[src/rtl/be_lsu_pkg.sv]
package be_lsu_pkg;
  localparam int LANES = 4;
  localparam int DW    = 32;

  typedef struct packed {
    logic [1:0] lane;
    logic       word;
  } ld_tag_t;
endpackage

[src/rtl/lane_encode.sv]
module lane_encode #(
  parameter int AW = 16
) (
  input  logic [AW-1:0] addr,
  input  logic          word,
  input  logic          we,
  input  logic [31:0]   wdata,
  output logic          misaligned,
  output logic [AW-1:0] word_addr,
  output logic [3:0]    be,
  output logic [31:0]   lane_data
);
  import be_lsu_pkg::*;

  assign misaligned = word && (addr[1:0] != 2'b00);
  assign word_addr  = {addr[AW-1:2], 2'b00};

  // byte index g counts from the most significant lane
  for (genvar g = 0; g < LANES; g++) begin : g_lane
    localparam int BIT = LANES - 1 - g;
    assign be[BIT] = we && !misaligned &&
                     (word || (addr[1:0] == 2'(g)));
    assign lane_data[8*BIT +: 8] = word ? wdata[8*BIT +: 8] : wdata[7:0];
  end
endmodule

[src/rtl/req_stage.sv]
module req_stage #(
  parameter int AW = 16
) (
  input  logic          clk,
  input  logic          rst_n,
  input  logic          load,
  input  logic [AW-1:0] in_addr,
  input  logic          in_we,
  input  logic [3:0]    in_be,
  input  logic [31:0]   in_data,
  input  logic          out_ready,
  output logic          out_valid,
  output logic [AW-1:0] out_addr,
  output logic          out_we,
  output logic [3:0]    out_be,
  output logic [31:0]   out_data
);
  always_ff @(posedge clk) begin
    if (!rst_n) begin
      out_valid <= 1'b0;
      out_addr  <= '0;
      out_we    <= 1'b0;
      out_be    <= '0;
      out_data  <= '0;
    end else if (load) begin
      out_valid <= 1'b1;
      out_addr  <= in_addr;
      out_we    <= in_we;
      out_be    <= in_be;
      out_data  <= in_data;
    end else if (out_ready) begin
      out_valid <= 1'b0;
    end
  end
endmodule

[src/rtl/tag_fifo.sv]
module tag_fifo #(
  parameter int DEPTH = 4
) (
  input  logic                     clk,
  input  logic                     rst_n,
  input  logic                     push,
  input  be_lsu_pkg::ld_tag_t      push_tag,
  input  logic                     pop,
  output be_lsu_pkg::ld_tag_t      head,
  output logic                     full,
  output logic [$clog2(DEPTH+1)-1:0] count
);
  import be_lsu_pkg::*;
  localparam int PW = (DEPTH > 1) ? $clog2(DEPTH) : 1;
  localparam int CW = $clog2(DEPTH + 1);

  ld_tag_t       slots [DEPTH];
  logic [PW-1:0] wr_ptr, rd_ptr;
  logic          do_pop;

  assign do_pop = pop && (count != '0);
  assign full   = (count == CW'(DEPTH));
  assign head   = slots[rd_ptr];

  function automatic logic [PW-1:0] bump(input logic [PW-1:0] p);
    return (p == PW'(DEPTH - 1)) ? '0 : p + 1'b1;
  endfunction

  always_ff @(posedge clk) begin
    if (!rst_n) begin
      wr_ptr <= '0;
      rd_ptr <= '0;
      count  <= '0;
      for (int i = 0; i < DEPTH; i++) slots[i] <= '0;
    end else begin
      if (push) begin
        slots[wr_ptr] <= push_tag;
        wr_ptr        <= bump(wr_ptr);
      end
      if (do_pop) rd_ptr <= bump(rd_ptr);
      count <= count + CW'(push) - CW'(do_pop);
    end
  end
endmodule

[src/rtl/load_extract.sv]
module load_extract (
  input  logic [31:0]         rdata,
  input  be_lsu_pkg::ld_tag_t tag,
  output logic [31:0]         result
);
  import be_lsu_pkg::*;
  logic [7:0] picked [LANES];

  for (genvar g = 0; g < LANES; g++) begin : g_pick
    assign picked[g] = rdata[8*(LANES-1-g) +: 8];
  end

  always_comb begin
    if (tag.word) result = rdata;
    else          result = {{24{picked[tag.lane][7]}}, picked[tag.lane]};
  end
endmodule

[src/rtl/be_lsu_align.sv]
module be_lsu_align #(
  parameter int AW       = 16,
  parameter int LD_DEPTH = 4
) (
  input  logic          clk,
  input  logic          rst_n,
  input  logic          req_valid,
  output logic          req_ready,
  input  logic [AW-1:0] req_addr,
  input  logic          req_word,
  input  logic          req_we,
  input  logic [31:0]   req_wdata,
  output logic          mem_valid,
  input  logic          mem_ready,
  output logic [AW-1:0] mem_addr,
  output logic          mem_we,
  output logic [3:0]    mem_be,
  output logic [31:0]   mem_wdata,
  input  logic          mem_rvalid,
  input  logic [31:0]   mem_rdata,
  output logic          ld_valid,
  output logic [31:0]   ld_data,
  output logic          fault
);
  import be_lsu_pkg::*;
  localparam int CW = $clog2(LD_DEPTH + 1);

  logic          mis;
  logic [AW-1:0] enc_addr;
  logic [3:0]    enc_be;
  logic [31:0]   enc_data;
  logic          accept, stage_free, tag_full;
  ld_tag_t       new_tag, head_tag;
  logic [CW-1:0] tag_cnt;

  lane_encode #(.AW(AW)) u_enc (
    .addr(req_addr), .word(req_word), .we(req_we), .wdata(req_wdata),
    .misaligned(mis), .word_addr(enc_addr), .be(enc_be), .lane_data(enc_data)
  );

  assign stage_free = !mem_valid || mem_ready;
  assign req_ready  = stage_free && !tag_full;
  assign accept     = req_valid && req_ready;

  req_stage #(.AW(AW)) u_stage (
    .clk(clk), .rst_n(rst_n), .load(accept && !mis),
    .in_addr(enc_addr), .in_we(req_we), .in_be(enc_be), .in_data(enc_data),
    .out_ready(mem_ready), .out_valid(mem_valid), .out_addr(mem_addr),
    .out_we(mem_we), .out_be(mem_be), .out_data(mem_wdata)
  );

  assign new_tag.lane = req_addr[1:0];
  assign new_tag.word = req_word;

  tag_fifo #(.DEPTH(LD_DEPTH)) u_tags (
    .clk(clk), .rst_n(rst_n), .push(accept && !mis && !req_we),
    .push_tag(new_tag), .pop(mem_rvalid), .head(head_tag),
    .full(tag_full), .count(tag_cnt)
  );

  load_extract u_ext (.rdata(mem_rdata), .tag(head_tag), .result(ld_data));
  assign ld_valid = mem_rvalid;

  always_ff @(posedge clk) begin
    if (!rst_n) fault <= 1'b0;
    else        fault <= accept && mis;
  end
endmodule

[config.mk]
export PLATFORM = sky130hd
export DESIGN_NAME = be_lsu_align
export DESIGN_NICKNAME = d
export VERILOG_FILES = /design/src/rtl/be_lsu_pkg.sv /design/src/rtl/lane_encode.sv /design/src/rtl/req_stage.sv /design/src/rtl/tag_fifo.sv /design/src/rtl/load_extract.sv /design/src/rtl/be_lsu_align.sv
export SDC_FILE = /design/constraint.sdc
export NUM_CORES = 1
export LEC_CHECK = 0
export CAP_MARGIN = 20
export CORE_ASPECT_RATIO = 0.7
export CORE_MARGIN = 1.5
export CORE_UTILIZATION = 40
export CTS_BUF_LIST = sky130_fd_sc_hd__clkbuf_8
export DETAILED_ROUTE_END_ITERATION = 7
export DONT_BUFFER_PORTS = 1
export HOLD_SLACK_MARGIN = 0.1
export SETUP_SLACK_MARGIN = 0.3
export SLEW_MARGIN = 10
export SYNTH_ARGS = -nofsm -noshare
export SYNTH_HDL_FRONTEND = slang
export SYNTH_SLANG_ARGS = --single-unit
[constraint.sdc]
create_clock -name clk -period 3.7 [get_ports clk]
set_input_delay 0.555 -clock clk [delete_from_list [all_inputs] [get_ports clk]]
set_output_delay 0.555 -clock clk [all_outputs]
set_load 0.005 [all_outputs]
-- Word-level counts from Yosys, hierarchy flattened
Memories as Yosys holds them, arrays and structs flattened. A register that Yosys moved wholly into a read port is not among the register bits.
Cells that the tools add are included.
- output and inout bits: 89
- RAM bits: 12
- bits of input ports: 87
- logic and storage cells: 68
- register bits: 60
- memories: 1
- memory list (memory ; depth ; width ; read ports ; clocked after Yosys merged registers in ; wr ports ; line ; text):
    u_tags.slots ; 4 ; 3 ; 1 ; 1 ; 4 ; tag_fifo.sv:17 ; ld_tag_t slots [DEPTH];
- eq/ne operators: 6
- add/sub/neg operators: 4
- mux-type cells: 20
- order comparisons: 1
- reduce and logical (&&, ||, !) cells: 26
- bitwise gates (word level): 1
- operator list (cell ; number):
    $mux W8 ; 5
    $mux W32 ; 1
    $bmux W8 S2 ; 1
    $logic_and A1 B1 Y1 ; 12
    $mux W2 ; 5
    $eq A2 B2 Y1 const B ; 4
    $mux W1 ; 7
    $logic_or A1 B1 Y1 ; 5
    $add A2 B1 Y2 const B ; 2
    $logic_not A1 Y1 ; 4
    $reduce_bool A2 Y1 ; 2
    $add A3 B1 Y3 ; 1
    $eq A3 B3 Y1 const B ; 1
    $ge A3 B3 Y1 const B ; 1
    $mux W3 ; 1
    $not A2 Y3 ; 1
    $reduce_bool A3 Y1 ; 1
    $reduce_or A3 Y1 ; 1
    $sub A3 B1 Y3 ; 1
    $eq A2 B1 Y1 const B ; 1
    $logic_not A2 Y1 ; 1

-- Depth between registers and ports, before layout
- depth after elaboration: 11
- depth in mapped cells: 12
- gate-level depth less buffers: 11

-- Cells and area by module
Synthesis repeated with hierarchy kept, for this count alone.
- cell total of the unflattened synthesis: 417
- area total of the unflattened synthesis: 4226.6 um^2
- modules (own cells, without submodules) (module ; sequential area each (um^2) ; area each (um^2) ; instances ; cells each):
    req_stage ; 1081.0 ; 2087.0 ; 1 ; 173
    tag_fifo ; 540.5 ; 1004.7 ; 1 ; 73
    lane_encode ; 0.0 ; 528.0 ; 1 ; 94
    load_extract ; 0.0 ; 524.3 ; 1 ; 68
    be_lsu_align ; 20.0 ; 82.6 ; 1 ; 9

-- Worst setup path after synthesis
OpenSTA, ideal clock, no wires.
- path type: in2reg
- start point: in req_addr[1]
- end point: reg u_tags.count[2]
- buffers on the path: 1
- arrival: 2529 ps
- setup slack: 1056 ps
- stages: 12
- data required time: 3585 ps
- setup time: 115 ps
- cell sequence: clkbuf_1 > o21ai_1 > and4_1 > nand2b_1 > ha_1 > inv_1 > ha_1 > inv_1 > fa_1 > xnor2_1 > xnor2_1 > and2_1
- word-level cells in the longest chain between the ends: 7
- RTL lines (what ; line ; text):
    start, declared ; be_lsu_align.sv:9 ; input logic [AW-1:0] req_addr,
    $reduce_bool A2 Y1 ; lane_encode.sv:15 ; assign misaligned = word && (addr[1:0] != 2'b00);
    $logic_and A1 B1 Y1 ; lane_encode.sv:15 ;
    $logic_not A1 Y1 ; be_lsu_align.sv:56 ; .clk(clk), .rst_n(rst_n), .push(accept && !mis && !req_we),
    $logic_and A1 B1 Y1 (2 in a row) ; be_lsu_align.sv:56 ;
    $add A3 B1 Y3 ; tag_fifo.sv:41 ; count <= count + CW'(push) - CW'(do_pop);
    $sub A3 B1 Y3 ; tag_fifo.sv:41 ;
    end signal, assigned ; tag_fifo.sv:41 ;
    end, declared ; tag_fifo.sv:11 ; output logic [$clog2(DEPTH+1)-1:0] count
Every way passes these cells.
A chain may end at the register's enable or synchronous reset.

==> metrics.log <==
[metrics] Reg2Reg Capture Point: u_tags.count[2]
[metrics] final count of negative-setup-slack endpoints: 0
[metrics] highest net fanout along the worst path: 30
[metrics] top cells by area, synth: dfxtp_1, edfxtp_1, nand2_1
[metrics] Die ar.: 9670 sq um
[metrics] setup tns final: 0 ns
[metrics] RSZ-0062 raised after global routing: no
[metrics] average routed wire per standard cell: 17.5 um
[metrics] cell with the biggest individual delay on the critical path: mux4_2
[metrics] routed via count divided by cell count: 5.48
[metrics] final total power: 0.00220 W
[metrics] CTS tree: built
[metrics] Post-Syn Area: 3630 sq um
[metrics] prevailing post-synth register cell: dfxtp_1
[metrics] number of buffers on the longest clock path: 2
[metrics] total wirelength of the detailed-routed design: 8670 um
[metrics] Finished Layout Cells: 495
[metrics] critical path capture point type: output port
[metrics] total count of max-transition violations in the final report: 0
[metrics] residual DRC count: 0
[metrics] number of different library cells in the post-synthesis netlist: 43
[metrics] I/O pin count: 176
[metrics] Register-to-Register Path Depth: 11
[metrics] clock slew seen by the registers of the worst setup and hold paths: 0.08 ns
[metrics] wire length of the first global-routing pass: 13000 um
[metrics] class of the tightest hold or removal check: input port to register
[metrics] sink count of the clock tree: 74
[metrics] library cell with the highest instance count after synthesis: nand2_1
[metrics] count of hold-fix buffers inserted at cts: 0
[metrics] area share of fa/ha/maj cells after synthesis: 1.93%
[metrics] Arr. time, crit path: 2.56 ns
[metrics] Synth Area in Simple Gates: 17.1%
[metrics] min cycle time layout: 3.12 ns
[metrics] share of synthesized area occupied by flip-flops and latches: 44.1%
[metrics] port bufs: 0
[metrics] pin count of the biggest net entering global routing: 75
[metrics] peak supply drop: 0.232 mV
[metrics] area of the core region: 8620 sq um
[metrics] cell count of the worst hold path: 2
[metrics] H-Tree Depth: 3
[metrics] number of placed cells counting well taps: 479
[metrics] worst-path cell chain: mux4_2 > or2_4 > o22ai_4 > a21o_1
[metrics] area share of the largest cell type after synthesis: 34.2%
[metrics] CP Class: register to output port
[metrics] worst slew pin tran: 0.701 ns
[metrics] final-stage net count: 462
[metrics] vias post-DR: 2712
[metrics] family with the most delay on the worst path: multiplexers
[metrics] number of nets with antenna violations after detailed routing: 0
[metrics] number of enable flip-flop cells after synthesis: 12
[metrics] starting density of the core: 42.1%
[metrics] via count of the first global-routing pass: 2574
[metrics] worst path required time: 3.14 ns
[metrics] syn_area_per_cell: 9.29 sq um
[metrics] half-perimeter wire length of the detailed placement result: 6030 um
[metrics] status: finished, final reports clean
[metrics] library cell used as clock root buffer: clkbuf_8
[metrics] final clock period utilization by the worst path: 84.2%
[metrics] share of final-layout standard cells stronger than drive strength 1: 6.67%
[metrics] Antenna diodes: 0
[metrics] startpoint type of the worst setup path: register
[metrics] biggest area consumer among synthesized cells: dfxtp_1
[metrics] setup bufs post-CTS: 0
[metrics] share of cell area taken by muxes after synthesis: 4.89%
[metrics] worst skew pair latency: 0.35 ns
[metrics] post-synthesis async set-or-reset flop share: 0%
[metrics] Reg2Reg Setup Slack: 1.13 ns
[metrics] leakage power: 1.80 nW
[metrics] source of the worst register-to-register timing path: u_tags.count[1]
[metrics] number of instances in the synthesized netlist: 391
[metrics] TritonCTS Buffers: 9
[metrics] routability cong.: 0.729
[metrics] MaxCap Viol Count: 0
[metrics] power per cell area: 575 nW/um^2
[metrics] hold path start: req_addr[5]
[metrics] setup slack of the critical path after layout: 0.583 ns
[metrics] number of placement rows: 28
[metrics] relative area change from synthesis to final layout: 5.37%
[metrics] die width: 117 um
[metrics] most frequent cells after synthesis: nand2_1, dfxtp_1, a21boi_1, a21o_1, a21oi_1
[metrics] worst setup slack before clock tree synthesis: 0.939 ns
[metrics] number of fill cells in the layout: 877
[metrics] largest family of logic cells by synthesized area: compound AO/OA/AOI/OAI gates
[metrics] worst clock skew on the final layout: 0.0103 ns
[metrics] Die Span Y: 82.7 um
[metrics] worst-case hold path end point: u_stage.out_addr[5]
[metrics] share of the synthesized netlist area taken by xor and xnor gates: 0.965%
[metrics] initial antenna violation count: 0
[metrics] CP Depth: 4
[metrics] CP bufs+invs: 0
[metrics] number of gates resized after CTS: 0
[metrics] total global-route track usage: 17.7%
[metrics] number of DRC violations after detailed-routing iteration 0: 100
[metrics] global-route congestion overflow total: 0
[metrics] Yosys warnings: 0
[metrics] complex-gate fraction of the synthesized area: 25.9%
[metrics] Pre-Repair DR Iteration Count: 4
[metrics] max-slew headroom at the worst pin: 53.2%
[metrics] peak clock frequency supported by timing: 321 MHz
[metrics] maximum cell stage delay along the critical path: 0.78 ns
[metrics] number of storage elements in the synthesis netlist: 74
[metrics] endpoints failing hold: 0
## registers in the layout, summed over array words and instances (netlist names), named ones only
register           flops
u_stage.out_valid      1
u_tags.slots          12
u_tags.wr_ptr          2
u_stage.out_data      32
u_tags.rd_ptr          2
fault                  1
u_stage.out_addr      14
u_tags.count           3
u_stage.out_we         1
u_stage.out_be         4
## final cells by class
class / instances / area, sq um / area share (%)
clock buffers: 12 / 165 / 4.32
clock inverters: 4 / 25.0 / 0.654
inverters: 3 / 11.3 / 0.294
multi-input cells: 279 / 1850 / 48.4
flip-flops and latches: 74 / 1600 / 41.8
well taps: 120 / 150 / 3.92
repair buffers: 3 / 22.5 / 0.588
## power by group
| group | internal, W | leakage [nW] | total, W | switching (W) |
|---|---|---|---|---|
| Clock | 0.000297 | 0.0964 | 0.000591 | 0.000294 |
| Combinational | 0.000272 | 1.07 | 0.000607 | 0.000335 |
| Sequential | 0.000919 | 0.633 | 0.00100 | 0.0000834 |
| Total | 0.00149 | 1.80 | 0.00220 | 0.000713 |
## cells by family after synthesis
| family | Yosys count |
|---|---|
| and+or+nand+nor | 128 |
| other | 1 |
| adders and majority gates | 5 |
| muxes | 14 |
| buffers and inverters | 39 |
| AOI/OAI and AO/OA | 126 |
| xor gates and xnor gates | 4 |
| DFF | 74 |
## cell usage in the layout (no fill, tap or decap), drive strengths merged, types with 3 or more instances in the layout
| cell type | instances |
|---|---|
| nand2 | 78 |
| dfxtp | 62 |
| a21boi | 29 |
| a21o | 26 |
| a21oi | 25 |
| o211a | 24 |
| nor2b | 13 |
| clkbuf | 12 |
| edfxtp | 12 |
| mux2i | 11 |
| o21ai | 10 |
| and3 | 9 |
| a22oi | 6 |
| and2 | 6 |
| inv | 5 |
| ha | 4 |
| mux4 | 3 |
| nand2b | 3 |
| nor2 | 3 |
| a21bo | 3 |
| buf | 3 |
| nor3b | 3 |
## worst max path at each step
stage                           start         endpoint
final                        register      ld_data[10]
after global routing         register      ld_data[10]
after floorplan           req_addr[1]  u_tags.count[2]
after global placement       register      ld_data[16]
after CTS                    register      ld_data[10]
after detailed placement     register      ld_data[10]
## metrics by stage
| step | cell area [sq um] | hold slack, ns | utilization [%] |
|---|---|---|---|
| 4_1_cts | 3830 | 0.312 | 44.4 |
| 3_3_place_gp | 3640 | 0.463 | 42.2 |
| 2_1_floorplan | 3640 | 0.447 | - |
| 5_1_grt | 3830 | 0.306 | 44.4 |
| 3_5_place_dp | 3640 | 0.467 | 42.2 |
| 6_report | 3830 | 0.334 | 44.4 |
## layer usage
layer	global-route usage [%]	wire, um	up-vias
li1	-	-	1325
met1	21.4	3750	1287
met2	27.5	4020	89
met3	8.32	753	11
met4	6.75	144	0
met5	0	0	-
## worst register-to-register path: stages, from the launching register on
cell      delay (ns)
dfxtp_1         0.36
or3b_1          0.44
and4_2          0.27
nand2b_1        0.15
ha_1            0.25
inv_1           0.05
ha_1            0.13
inv_1           0.05
fa_1            0.37
xnor2_1         0.14
xnor2_1         0.12
and2_1          0.15
Power figures use the tool's default switching activity.
